### src/rtl/pagewr_pkg.sv
// Package: shared types and constants for the page-mode write buffer.
// Assumes byte-wide data; the erased value of a cell is all ones.
package pagewr_pkg;
    localparam int          BYTE_W      = 8;
    localparam logic [7:0]  ERASED_BYTE = 8'hFF;

    typedef enum logic [1:0] {
        PW_IDLE  = 2'd0,
        PW_LOAD  = 2'd1,
        PW_WRITE = 2'd2
    } pw_state_t;
endpackage

### src/rtl/pagewr_buf.sv
// Module: pagewr_buf
// Holds one page of bytes in flops. Reset and clear return every slot to
// the erased value, so slots left unloaded commit as 0xFF.
// Assumes wr_en_i and clr_i are never asserted together by the caller.
module pagewr_buf
    import pagewr_pkg::*;
#(
    parameter int OFF_W = 7,
    localparam int NBYTES = 1 << OFF_W
) (
    input  logic                       clk,
    input  logic                       rst_n,
    input  logic                       wr_en_i,
    input  logic [OFF_W-1:0]           off_i,
    input  logic [BYTE_W-1:0]          data_i,
    input  logic                       clr_i,
    output logic [NBYTES*BYTE_W-1:0]   page_o
);
    logic [BYTE_W-1:0] mem_q [NBYTES];

    // Slot storage: erase on reset or clear, else write the addressed slot.
    always_ff @(posedge clk) begin
        if (!rst_n || clr_i) begin
            for (int i = 0; i < NBYTES; i++) mem_q[i] <= ERASED_BYTE;
        end else if (wr_en_i) begin
            mem_q[off_i] <= data_i;
        end
    end

    // Flatten the slots into the wide page image.
    for (genvar g = 0; g < NBYTES; g++) begin : g_pack
        assign page_o[g*BYTE_W +: BYTE_W] = mem_q[g];
    end

    AST_CLR_ERASES: assert property (@(posedge clk) disable iff (!rst_n) clr_i |=> (&page_o));
    AST_LOAD_LANDS: assert property (@(posedge clk) disable iff (!rst_n) (wr_en_i && !clr_i) |=> mem_q[$past(off_i)] == $past(data_i));
endmodule

### src/rtl/pagewr_tmr.sv
// Module: pagewr_tmr
// Interval timer. It counts clock edges while run_i is high and raises done_o
// on the LIMIT-th edge since run started or clr_i was last seen.
// Assumes LIMIT >= 1. The count returns to zero when done or idle.
module pagewr_tmr #(
    parameter int LIMIT = 16,
    localparam int CNT_W = $clog2(LIMIT + 1)
) (
    input  logic clk,
    input  logic rst_n,
    input  logic run_i,
    input  logic clr_i,
    output logic done_o
);
    logic [CNT_W-1:0] cnt_q;

    assign done_o = run_i && !clr_i && (cnt_q == CNT_W'(LIMIT - 1));

    // Edge counter: restart on idle, clear or expiry; otherwise step.
    always_ff @(posedge clk) begin
        if (!rst_n || !run_i || clr_i || done_o) cnt_q <= '0;
        else                                     cnt_q <= cnt_q + 1'b1;
    end
endmodule

### src/rtl/pagewr_stat.sv
// Module: pagewr_stat
// Polling status generator. While busy, the byte shows the inverted
// polarity bit in bit 7 and a toggle in bit 6 that flips per read.
// Assumes start_i pulses once, in the cycle before busy_i rises.
module pagewr_stat
    import pagewr_pkg::*;
(
    input  logic              clk,
    input  logic              rst_n,
    input  logic              start_i,
    input  logic              busy_i,
    input  logic              rd_i,
    input  logic              pol_i,
    output logic [BYTE_W-1:0] status_o
);
    logic tog_q;

    // Toggle bit: cleared at write start, inverted on each busy read.
    always_ff @(posedge clk) begin
        if (!rst_n || start_i)   tog_q <= 1'b0;
        else if (busy_i && rd_i) tog_q <= ~tog_q;
    end

    assign status_o = busy_i ? {~pol_i, tog_q, 6'b0} : '0;

    AST_TOG_STEPS: assert property (@(posedge clk) disable iff (!rst_n) (busy_i && rd_i) |=> (!busy_i || status_o[6] != $past(status_o[6])));
    AST_TOG_HOLDS: assert property (@(posedge clk) disable iff (!rst_n) (busy_i && !rd_i) |=> (!busy_i || $stable(status_o[6])));
endmodule

### src/rtl/pagewr_ctrl.sv
// Module: pagewr_ctrl (top)
// Page-mode write controller. It gathers byte loads into a page buffer and
// holds the page open while loads keep coming within LOAD_TMO_CYC edges.
// It then commits the page in one wide array write and stays busy for
// WRITE_CYC cycles, serving polling status reads.
// Assumes a synchronous host and one-cycle strobes. Both intervals are >= 1.
module pagewr_ctrl
    import pagewr_pkg::*;
#(
    parameter int ADDR_W       = 17,
    parameter int OFF_W        = 7,
    parameter int LOAD_TMO_CYC = 25000,
    parameter int WRITE_CYC    = 625000,
    localparam int PAGE_W = ADDR_W - OFF_W,
    localparam int NBYTES = 1 << OFF_W
) (
    input  logic                      clk,
    input  logic                      rst_n,
    input  logic                      ld_stb_i,
    input  logic [ADDR_W-1:0]         addr_i,
    input  logic [7:0]                data_i,
    input  logic                      rd_stb_i,
    output logic                      busy_o,
    output logic [7:0]                rd_status_o,
    output logic                      arr_we_o,
    output logic [PAGE_W-1:0]         arr_page_o,
    output logic [NBYTES*8-1:0]       arr_data_o
);
    pw_state_t         state_q;
    logic              ld_acc;
    logic              tmo_done;
    logic              wr_done;
    logic              start;
    logic [PAGE_W-1:0] page_q;
    logic              pol_q;

    assign ld_acc = ld_stb_i && (state_q != PW_WRITE);
    assign start  = (state_q == PW_LOAD) && tmo_done;
    assign busy_o = (state_q == PW_WRITE);

    // Load-window timer: restarted by every accepted load.
    pagewr_tmr #(.LIMIT(LOAD_TMO_CYC)) u_ld_tmr (
        .clk    (clk),
        .rst_n  (rst_n),
        .run_i  (state_q == PW_LOAD),
        .clr_i  (ld_stb_i),
        .done_o (tmo_done)
    );

    // Internal write timer: spans the busy period.
    pagewr_tmr #(.LIMIT(WRITE_CYC)) u_wr_tmr (
        .clk    (clk),
        .rst_n  (rst_n),
        .run_i  (busy_o),
        .clr_i  (1'b0),
        .done_o (wr_done)
    );

    // Sequencer: idle -> loading -> writing -> idle.
    always_ff @(posedge clk) begin
        if (!rst_n) begin
            state_q <= PW_IDLE;
        end else begin
            unique case (state_q)
                PW_IDLE:  if (ld_acc)  state_q <= PW_LOAD;
                PW_LOAD:  if (start)   state_q <= PW_WRITE;
                PW_WRITE: if (wr_done) state_q <= PW_IDLE;
                default:               state_q <= PW_IDLE;
            endcase
        end
    end

    // Page number and polling polarity follow the last accepted load.
    always_ff @(posedge clk) begin
        if (!rst_n) begin
            page_q <= '0;
            pol_q  <= 1'b0;
        end else if (ld_acc) begin
            page_q <= addr_i[ADDR_W-1:OFF_W];
            pol_q  <= data_i[7];
        end
    end

    pagewr_buf #(.OFF_W(OFF_W)) u_buf (
        .clk     (clk),
        .rst_n   (rst_n),
        .wr_en_i (ld_acc),
        .off_i   (addr_i[OFF_W-1:0]),
        .data_i  (data_i),
        .clr_i   (wr_done),
        .page_o  (arr_data_o)
    );

    pagewr_stat u_stat (
        .clk      (clk),
        .rst_n    (rst_n),
        .start_i  (start),
        .busy_i   (busy_o),
        .rd_i     (rd_stb_i),
        .pol_i    (pol_q),
        .status_o (rd_status_o)
    );

    assign arr_we_o   = wr_done;
    assign arr_page_o = page_q;

    AST_WE_INSIDE_BUSY:  assert property (@(posedge clk) disable iff (!rst_n) arr_we_o |-> busy_o);
    AST_BUSY_ENDS_ON_WE: assert property (@(posedge clk) disable iff (!rst_n) $fell(busy_o) |-> $past(arr_we_o));
    AST_LOAD_KEEPS_OPEN: assert property (@(posedge clk) disable iff (!rst_n) ld_acc |=> !busy_o);
    AST_PAGE_FROZEN:     assert property (@(posedge clk) disable iff (!rst_n) (busy_o && $past(busy_o)) |-> $stable(arr_page_o));
    AST_POLL_STABLE:     assert property (@(posedge clk) disable iff (!rst_n) (busy_o && $past(busy_o)) |-> $stable(rd_status_o[7]));
endmodule

### config.mk
export PLATFORM = sky130hd
export DESIGN_NAME = pagewr_ctrl
export DESIGN_NICKNAME = d
export VERILOG_FILES = /design/src/rtl/pagewr_pkg.sv /design/src/rtl/pagewr_buf.sv /design/src/rtl/pagewr_tmr.sv /design/src/rtl/pagewr_stat.sv /design/src/rtl/pagewr_ctrl.sv
export SDC_FILE = /design/constraint.sdc
export NUM_CORES = 1
export LEC_CHECK = 0
export BUFFER_PORTS_ARGS = -buffer_cell sky130_fd_sc_hd__buf_4
export CAP_MARGIN = 5
export CORE_AREA = 5 5 418 420
export CTS_CLUSTER_DIAMETER = 80
export DETAILED_ROUTE_END_ITERATION = 16
export DIE_AREA = 0 0 423 425
export HOLD_SLACK_MARGIN = 0.05
export SETUP_SLACK_MARGIN = 0.02
export SYNTH_ARGS = -nofsm -noshare
export SYNTH_HDL_FRONTEND = slang
export SYNTH_SLANG_ARGS = --single-unit
### constraint.sdc
create_clock -name clk -period 3.2 [get_ports clk]
set_clock_uncertainty 0.1 [all_clocks]
set_input_delay 0.32 -clock clk [delete_from_list [all_inputs] [get_ports clk]]
set_output_delay 0.32 -clock clk [all_outputs]
set_load 0.05 [all_outputs]
==> run_results.csv <==
group,metric,value,unit
floorplanning,die_area,180000,um^2
setup_path,reg2reg_to,"u_buf.mem_q[81][5]",
synth,synthSimpleGateAreaFrac,17.8,%
setup_path,crit_path_end_kind,"register",
timing,rsz0062_at_grt,"no",
floorplanning,dieHeight,425,um
synth,synthCells,2827,
setup_path,r2r-start,"u_wr_tmr.cnt_q[7]",
cts,cts_max_level,3,
cts,cts_sinks,1073,
global_route,antenna_found_initial,21,
cts,hold_buffers,30,
route,first_pass_iters,7,
cells_and_area,area_growth,36.7,%
synth,synth_top_family_by_area,"simple AND/OR/NAND/NOR gates",
route,drc,0,
global_route,grt_pass1_wl,227000,um
placement,place.gp.congestion,0.829,
placement,io_buffers,1066,
route,initialDrtViolationCount,2733,
timing,max_freq,0.342,GHz
synth,ys.flop_type,"edfxtp_1",
cells_and_area,regArea,31700,um^2
floorplanning,rows,152,
synth,synth_area_per_cell,14.7,um^2
synth,synth_xor_area_share,0.589,%
status,status,"complete, no violations",
cells_and_area,nets,3914,
global_route,overflow,0,
cells_and_area,final_core_util,33.4,%
timing,maxSlewViolCount,0,
timing,setup_viol,0,
cells_and_area,final_cell_mix,"buf_4, edfxtp_1, or3_1",
setup_path,critPathLaunchType,"register",
cells_and_area,layout-drive-gt1-share,37.2,%
global_route,grtUsageTotal,17.6,%
cells_and_area,multi_input_area,8560,um^2
floorplanning,start_util,24.4,%
pwr,ir_drop,0.000455,V
synth,synth_edf_count,1024,
route,ant_nets,0,
timing,hold_viol,0,
timing,fin_ws,0.274,ns
setup_path,ff2ff_setup_slack,0.27,ns
timing,finalSetupTns,0,ns
synth,synthArstFlopShare,0,%
placement,dp_slack,0.207,ns
synth,syn-cell-area,41700,um^2
timing,finalCriticalPeriod,2.93,ns
flow_run,drv_cap,0,
timing,tightest_slew,1.25,ns
route,wl_per_cell,26.7,um
cts,postCtsSetupBuffers,0,
synth,synth_cell_type_count,48,
pwr,p_leak,16.2,nW
synth,synth_compound_area_share,1.75,%
route,vias,28900,
timing,period_share,91.5,%
global_route,grt_max_degree,84,
route,vias_per_cell,4.65,
setup_path,crit_type,"reg -> reg",
hold_path,hold_path_class,"in -> reg",
setup_path,reg2reg_depth,5,
setup_path,crit_fanout,50,
global_route,grt_pass1_vias,27900,
synth,synth_warnings,0,
cts,ctsLongestPathBuffers,3,
cts,clock-root-buffer,"clkbuf_16",
synth,synthAdderAreaFrac,0.0601,%
cts,cts_tree,"yes",
timing,relSlewSlack,15.6,%
pwr,power_density,531,nW/um^2
setup_path,critPathRequiredTime,3.47,ns
cts,cts_made_buffers,118,
setup_path,crit_path_start,"u_wr_tmr.cnt_q[7]",
floorplanning,core_area,171000,um^2
cells_and_area,layout_commonest_cell,"buf_4",
floorplanning,die_w,423,um
synth,synth_mux_area_share,0,%
setup_path,crit_end,"u_buf.mem_q[81][5]",
cts,insertion_delay,0.73,ns
setup_path,critical_path_arrival,3.19,ns
cts,cts_resized,0,
placement,dpl.hpwl,114000,um
cells_and_area,nFillCells,16600,
synth,synth-seq-area-share,76.2,%
synth,synth_seq_cells,1073,
floorplanning,io_pins,1073,
cts,clk_pin_slew_worst_paths,0.06,ns
route,drt_wl_total,166000,um
-- registers in the layout, indices dropped and copies added, names as in the netlist --
| register | count |
|---|---|
| u_wr_tmr.cnt_q | 20 |
| state_q | 2 |
| u_ld_tmr.cnt_q | 15 |
| pol_q | 1 |
| u_stat.tog_q | 1 |
| arr_page_o | 10 |
| u_buf.mem_q | 1024 |
-- Yosys cell counts, types with 2 or more instances --
| cell | number | area, um^2 |
|---|---|---|
| edfxtp_1 | 1024 | 30700 |
| or3_1 | 984 | 6160 |
| clkbuf_1 | 330 | 1240 |
| o21ai_0 | 126 | 631 |
| dfxtp_1 | 49 | 981 |
| nand2_1 | 44 | 165 |
| nor2_1 | 41 | 154 |
| buf_2 | 25 | 125 |
| nand3_1 | 20 | 100 |
| nand2b_1 | 18 | 113 |
| or2b_1 | 18 | 135 |
| xnor2_1 | 18 | 158 |
| or2_2 | 16 | 100 |
| a21oi_1 | 15 | 75.1 |
| nor4_1 | 10 | 62.6 |
| xor2_1 | 10 | 87.6 |
| buf_4 | 7 | 52.6 |
| inv_1 | 7 | 26.3 |
| nand4_1 | 7 | 43.8 |
| nor3_1 | 7 | 35.0 |
| and3_1 | 6 | 37.5 |
| buf_6 | 6 | 67.6 |
| nand3_2 | 4 | 40.0 |
| nor2b_1 | 4 | 25.0 |
| and2_1 | 2 | 12.5 |
| and4_1 | 2 | 17.5 |
| ha_1 | 2 | 25.0 |
| nand4b_1 | 2 | 17.5 |
| nor3b_1 | 2 | 15.0 |
| nor4bb_1 | 2 | 20.0 |
| or4_4 | 2 | 22.5 |
-- stage by stage --
| stage | power (W) | cell area [um^2] | hold WS, ns | cells |
|---|---|---|---|---|
| after floorplan | 0.0166 | 41700 | 0.330 | 2832 |
| after global placement | 0.0175 | 53000 | 0.340 | 5964 |
| after detailed placement | 0.0175 | 53000 | 0.348 | 5964 |
| after CTS | 0.0306 | 56900 | 0.0652 | 6210 |
| after global routing | 0.0312 | 56900 | 0.115 | 6213 |
| final | 0.0303 | 57000 | 0.131 | 6220 |
-- logic make-up after synthesis --
logic type | count (synthesis)
AOI/OAI and AO/OA | 144
xor gates and xnor gates | 28
DFF | 1073
and+or+nand+nor | 1203
adders and majority gates | 2
buffers and inverters | 376
other | 1
-- routing by layer --
metal | share of wire [%] | wire, um | up-vias | GRT usage [%]
met2 | 49 | 82000 | 1349 | 29.9
met3 | 7.9 | 13100 | 269 | 4.26
met1 | 39 | 64500 | 14600 | 21.7
met5 | 0 | 0 | - | 0
li1 | - | - | 12700 | -
met4 | 3.9 | 6430 | 0 | 6.66
-- worst max-delay path, stage by stage, from the launching register on --
cell and delay, ns:
dfxtp_1 0.36, or4b_1 0.55, nor4_2 0.34, a31oi_4 0.23, buf_12 0.22, o21ai_1 0.65
-- power breakdown --
part	switching [W]	internal, W	total, W	leakage (nW)
clock	0.00586	0.00722	0.0131	1.78
sequential	0.0000437	0.0154	0.0155	7.74
combinational	0.00135	0.000377	0.00173	6.69
-- worst min path at each step --
stage | from | end | slack [ns] | cells after the start
4_1_cts | addr_i[3] | u_buf.mem_q[63][6] | 0.07 | 3
3_3_place_gp | u_ld_tmr.cnt_q[0] | u_ld_tmr.cnt_q[0] | 0.34 | 1
6_report | addr_i[3] | u_buf.mem_q[63][6] | 0.13 | 3
5_1_grt | addr_i[3] | u_buf.mem_q[63][4] | 0.11 | 3
2_1_floorplan | u_wr_tmr.cnt_q[0] | u_wr_tmr.cnt_q[0] | 0.33 | 1
3_5_place_dp | arr_page_o[5] | arr_page_o[5] | 0.35 | 2
-- cell type report --
type / count / share of cell area [%]
clock inverters: 73 / 1.08
inverters: 8 / 0.0527
well taps: 2233 / 4.91
flip-flops and latches: 1073 / 55.7
repair buffers: 1299 / 17.8
clock buffers: 143 / 5.35
diodes: 8 / 0.0352
multi-input cells: 1383 / 15.0
No activity file was read; power rests on OpenSTA's default activity.
